==> src/rtl/serout_port.sv <==
module serout_port #(
  parameter int DIV_W    = 8,
  parameter int WIDE_W   = 24,
  parameter int NARROW_W = 16,
  localparam int CFG_W   = DIV_W + 3
) (
  input  logic              clk,
  input  logic              rst_n,
  input  logic              cfg_we,
  input  logic [CFG_W-1:0]  cfg_wdata,
  input  logic              load,
  input  logic [WIDE_W-1:0] a_i,
  input  logic [WIDE_W-1:0] a_q,
  input  logic [WIDE_W-1:0] b_i,
  input  logic [WIDE_W-1:0] b_q,
  input  logic              sclk_in,
  input  logic              fs_in,
  output logic              sclk_out,
  output logic              fs_out,
  output logic              sdo0,
  output logic              sdo1,
  output logic              ready
);

  localparam int FRAME_W = 4 * WIDE_W;
  localparam int PAIR_W  = 2 * WIDE_W;
  localparam int PAD_W   = WIDE_W - NARROW_W;
  localparam int CNT_W   = $clog2(FRAME_W + 1);

  typedef enum logic [1:0] {IDLE, ARM, SHIFT} st_t;

  st_t               st;
  logic [CFG_W-1:0]  cfg;
  logic [WIDE_W-1:0] ai_b, aq_b, bi_b, bq_b;
  logic              pend;
  logic [DIV_W-1:0]  dcnt;
  logic              sclk_q, fs_q;
  logic [2:0]        sc_sync;
  logic [1:0]        fs_sync;
  logic [FRAME_W-1:0] sh0, sh1, f0, f1;
  logic [CNT_W-1:0]  bcnt, nbits;

  wire             is_master = cfg[0];
  wire             wide      = cfg[1];
  wire             single    = cfg[2];
  wire [DIV_W-1:0] div       = cfg[CFG_W-1:3];

  wire m_wrap  = is_master && (dcnt == div);
  wire m_rise  = m_wrap && !sclk_q;
  wire m_fall  = m_wrap && sclk_q;
  wire s_rise  = !is_master && sc_sync[1] && !sc_sync[2];
  wire rise    = m_rise || s_rise;
  wire fs_seen = is_master ? fs_q : fs_sync[1];

  assign nbits = wide ? (single ? CNT_W'(4 * WIDE_W)   : CNT_W'(2 * WIDE_W))
                      : (single ? CNT_W'(4 * NARROW_W) : CNT_W'(2 * NARROW_W));

  always_comb begin
    if (wide) begin
      f0 = {ai_b, aq_b, bi_b, bq_b};
      f1 = {bi_b, bq_b, {PAIR_W{1'b0}}};
    end else begin
      f0 = {ai_b[WIDE_W-1:PAD_W], aq_b[WIDE_W-1:PAD_W],
            bi_b[WIDE_W-1:PAD_W], bq_b[WIDE_W-1:PAD_W], {(4*PAD_W){1'b0}}};
      f1 = {bi_b[WIDE_W-1:PAD_W], bq_b[WIDE_W-1:PAD_W],
            {(FRAME_W-2*NARROW_W){1'b0}}};
    end
    if (single) f1 = '0;
  end

  always_ff @(posedge clk or negedge rst_n) begin
    if (!rst_n) begin
      cfg     <= '0;
      sc_sync <= '0;
      fs_sync <= '0;
      dcnt    <= '0;
      sclk_q  <= 1'b0;
      fs_q    <= 1'b0;
    end else begin
      if (cfg_we) cfg <= cfg_wdata;
      sc_sync <= {sc_sync[1:0], sclk_in};
      fs_sync <= {fs_sync[0], fs_in};
      if (!is_master) begin
        dcnt   <= '0;
        sclk_q <= 1'b0;
        fs_q   <= 1'b0;
      end else if (m_wrap) begin
        dcnt   <= '0;
        sclk_q <= !sclk_q;
        if (m_fall) fs_q <= !fs_q && (st == IDLE) && pend;
      end else begin
        dcnt <= dcnt + DIV_W'(1);
      end
    end
  end

  always_ff @(posedge clk or negedge rst_n) begin
    if (!rst_n) begin
      pend <= 1'b0;
      ai_b <= '0;
      aq_b <= '0;
      bi_b <= '0;
      bq_b <= '0;
    end else if (load) begin
      pend <= 1'b1;
      ai_b <= a_i;
      aq_b <= a_q;
      bi_b <= b_i;
      bq_b <= b_q;
    end else if (rise && st == ARM) begin
      pend <= 1'b0;
    end
  end

  always_ff @(posedge clk or negedge rst_n) begin
    if (!rst_n) begin
      st   <= IDLE;
      sh0  <= '0;
      sh1  <= '0;
      bcnt <= '0;
    end else if (rise) begin
      case (st)
        IDLE: if (fs_seen && pend) st <= ARM;
        ARM: begin
          sh0  <= f0;
          sh1  <= f1;
          bcnt <= CNT_W'(1);
          st   <= SHIFT;
        end
        SHIFT: begin
          if (bcnt == nbits) begin
            st <= IDLE;
          end else begin
            sh0  <= sh0 << 1;
            sh1  <= sh1 << 1;
            bcnt <= bcnt + CNT_W'(1);
          end
        end
        default: st <= IDLE;
      endcase
    end
  end

  assign sclk_out = sclk_q;
  assign fs_out   = fs_q;
  assign ready    = pend;
  assign sdo0     = (st == SHIFT) && sh0[FRAME_W-1];
  assign sdo1     = (st == SHIFT) && sh1[FRAME_W-1];

  AST_SLAVE_QUIET: assert property (@(posedge clk) disable iff (!rst_n)
    !is_master |=> (is_master || (!sclk_out && !fs_out)));
  AST_SCLK_HOLD: assert property (@(posedge clk) disable iff (!rst_n)
    (is_master && !cfg_we && dcnt != div) |=> $stable(sclk_out));
  AST_FS_NOT_IN_SHIFT: assert property (@(posedge clk) disable iff (!rst_n)
    fs_out |-> st != SHIFT);
  AST_SDO1_QUIET: assert property (@(posedge clk) disable iff (!rst_n)
    (st == ARM && rise && single) |=> sh1 == '0);
  AST_READY_DROP: assert property (@(posedge clk) disable iff (!rst_n)
    (st == ARM && rise && !load) |=> !ready);
  AST_FRAME_LEN: assert property (@(posedge clk) disable iff (!rst_n)
    (st == SHIFT) |-> (bcnt != '0 && bcnt <= nbits));
  AST_IGNORED_FS: assert property (@(posedge clk) disable iff (!rst_n)
    (!is_master && st == IDLE && rise && !pend) |=> st == IDLE);

endmodule

==> config.mk <==
export PLATFORM = sky130hd
export DESIGN_NAME = serout_port
export DESIGN_NICKNAME = d
export VERILOG_FILES = /design/src/rtl/serout_port.sv
export SDC_FILE = /design/constraint.sdc
export NUM_CORES = 1
export LEC_CHECK = 0
export ABC_CLOCK_PERIOD_IN_PS = 2330
export BUFFER_PORTS_ARGS = -buffer_cell sky130_fd_sc_hd__buf_2
export CAP_MARGIN = 20
export CELL_PAD_IN_SITES_DETAIL_PLACEMENT = 1
export CELL_PAD_IN_SITES_GLOBAL_PLACEMENT = 1
export CORE_AREA = 4 4 178 180
export DETAILED_ROUTE_END_ITERATION = 8
export DIE_AREA = 0 0 182 184
export PLACE_DENSITY = 0.79
export SYNTH_ARGS = -nofsm -noshare
export SYNTH_HDL_FRONTEND = slang
export SYNTH_SLANG_ARGS = --single-unit
==> constraint.sdc <==
create_clock -name clk -period 2.33 [get_ports clk]
set_input_delay 0.3495 -clock clk [delete_from_list [all_inputs] [get_ports clk]]
set_output_delay 0.3495 -clock clk [all_outputs]
set_load 0.1 [all_outputs]
==> impl_metrics.ini <==
[status]
status = complete, no violations

[floorplan]
die_x_um = 182
coreArea_um2 = 30190
initial_utilization_pct = 43.23
ios = 118
row_count = 64
dieArea_um2 = 33490
fp.dieH_um = 184

[power_and_ir_drop]
ir_drop_v = 0.0005889
leakage_uw = 0.007073
p_per_area_nw_per_um2 = 988.6

[logic_synthesis]
yosysWarnings = 0
synthArstFlopShare_pct = 100.0
postSynthAreaPerCell_um2 = 11.71
synth_cell_types = 43
synth_most_common_cell = dfrtp_1
synth.area.top_cells = dfrtp_1 53%, mux2_2 14%, nand2_1 5.4%, mux2i_1 5.2%, mux2_1 5.2%
synth-seq-cells = 276
syn_nets = 1230
synth_cells = 1114
synthesis.area_um2 = 13050
synth-edff-count = 0
synth_ff_type = dfrtp_1
yosysTopAreaCellShare_pct = 52.92
seq_area_frac_synth_pct = 52.92
synth_top_cell_by_area = dfrtp_1
synth_commonest_cells = 276 x dfrtp_1, 188 x nand2_1, 168 x mux2_2

[detailed_routing]
antenna_left = 0
initialDrtViolationCount = 496
via_count = 8934
drtPass1Iterations = 4
drt-total-wl_mm = 32.91
routed_via_density = 5.369
remaining_drc_errors = 0
post_drt_wl_per_cell_um = 19.78

[cts]
numCtsBuffers = 30
clock_latency_ps = 550
cts_tree = yes
clock-sinks = 276
cts-root-buf = clkbuf_16
h-tree-depth = 1
cts_buffer_depth = 3
clkSlewWorstSetupHoldPaths_ps = 60

[setup_path]
cp_max_fo = 12
cp.arrival_ps = 2700
slowest_stage = dfrtp_4
path_cells = xnor2_1 -> or3_1 -> a41oi_4 -> o21a_4 -> buf_4 -> buf_12 -> mux2_1
cp.required_ps = 2750
end_kind = flop
crit_path_start = cfg[1]$_DFFE_PN0P_
r2r_start = cfg[1]$_DFFE_PN0P_
path_class = flop to flop
cp_slowest_stage_delay_ps = 480
startpoint_type = flop

[cells_and_area]
instances_no_fill = 1664
layout-drive-gt1-share_pct = 31.97
area_growth_syn_to_layout_pct = 17.73
nets = 1360

[sta]
setup_ws_ps = 50.36
drv_slew = 0
skew_ps = 11.02
worst-slew-pin-transition_ps = 639.0
max_slew_margin_pct = 57.40
hold_violations = 0
fin_crit_sh_pct = 97.84
max_freq_mhz = 438.7
setup_tns_ps = 0
min_period_ps = 2280
setup_viol = 0

[job]
maxCapViolCount = 0

[place]
dp_slack_ps = 29.69
port_buffers = 117
gp_congestion = 0.7697
hpwl_mm = 21.21
dp.cells = 1593

[global_route]
grt_pass1_vias = 9826
track_usage_pct = 19.06
grt_pass1_wl_mm = 52.63
gr-total-overflow = 0
grt_start_max_net_pins = 124
antenna_found_initial = 0

[worst_hold_path]
hp-start = a_i[13]
hold_path_class = input pin to flop
-- timing repair --
action	in CTS	in global routing
endpoints found under the hold margin	52	0
gates cloned	0	5
setup endpoints to repair	2	137
pin swaps	1	3
resized for setup	1	6
setup buffers	0	7
hold buffers	3	0
-- worst max-delay path: cells and delay by family, from the launching register on --
kind / cells / cell delay [ps]
compound gates: 2 / 520
flops: 1 / 480
simple gates: 1 / 350
buf+inv: 2 / 340
mux: 1 / 340
xor+xnor: 1 / 130
-- path summary, 6_finish.rpt --
| kind | endpoint | slack (ps) | cells past startpoint |
|---|---|---|---|
| worst min-delay path | ai_b[13]$_DFFE_PN0P_ | 30 | 2 |
| worst max register to register | sh0[52]$_DFFE_PN0P_ | 50 | 7 |
| min in group asynchronous | aq_b[4]$_DFFE_PN0P_ | 350 | 2 |
| worst max-delay path | sh0[52]$_DFFE_PN0P_ | 50 | 7 |
| worst min register to register | sc_sync[1]$_DFF_PN0_ | 350 | 0 |
| max in group asynchronous | sh1[73]$_DFFE_PN0P_ | 1270 | 3 |
-- state kept, by name (all words and copies together) (netlist names) --
name	cells
ai_b	24
aq_b	24
bcnt	7
bi_b	24
bq_b	24
cfg	11
dcnt	8
fs_out	1
fs_sync	2
ready	1
sc_sync	3
sclk_out	1
sh0	96
sh1	48
st	2
-- cells in the final DEF (no fill, tap or decap), types with 16 or more instances in the layout --
cell	instances
clkbuf_16	34
dfrtp_1	275
nand3_1	36
inv_1	20
o31ai_1	16
nor3b_1	17
mux2_2	168
mux2_1	60
a22o_1	18
buf_2	114
mux2i_1	67
o21ai_0	52
a21oi_1	32
buf_4	38
nand2_1	188
-- through the flow --
step	util [%]	hold WS, ps	power, uW	instance area, um^2
after floorplan	-	53.91	9401	13050
after global placement	47.08	327.6	10330	14210
after detailed placement	47.08	333.6	10620	14210
after CTS	50.27	2.568	15240	15180
after global routing	50.88	11.43	16110	15360
final	50.89	31.11	15190	15360
-- power breakdown --
| part | internal, uW | total [uW] | switching, uW |
|---|---|---|---|
| Sequential | 6170 | 7060 | 889 |
| Combinational | 1750 | 3620 | 1870 |
| Clock | 2600 | 4510 | 1920 |
-- cell type report --
class / count / area, um^2
multi-input cells: 741 / 5687
clock buffers: 47 / 885.9
fillers: 3211 / 14830
inverters: 21 / 78.83
clock inverters: 8 / 45.04
repair buffers: 174 / 1259
diodes: 1 / 2.502
well taps: 396 / 495.5
flip-flops and latches: 276 / 6910
-- cell families after synthesis --
kind of cell	after synthesis	synth area share, %
xor+xnor	16	1.074
flops	276	52.92
simple gates	286	9.731
compound gates	131	6.347
buf+inv	99	3.941
fa+ha+maj	3	0.2877
mux	303	25.70
-- per-layer routing --
| metal | share of wire, % | wire, um | track usage, % | vias to the layer above |
|---|---|---|---|---|
| met3 | 3.7 | 1211 | 2.592 | 53 |
| met5 | 0 | 0 | 0 | - |
| met2 | 49 | 16250 | 32.78 | 165 |
| li1 | - | - | - | 4142 |
| met1 | 45 | 14670 | 26.01 | 4574 |
| met4 | 2.4 | 780 | 4.023 | 0 |
Note: power is estimated with default switching activity, not from simulation.
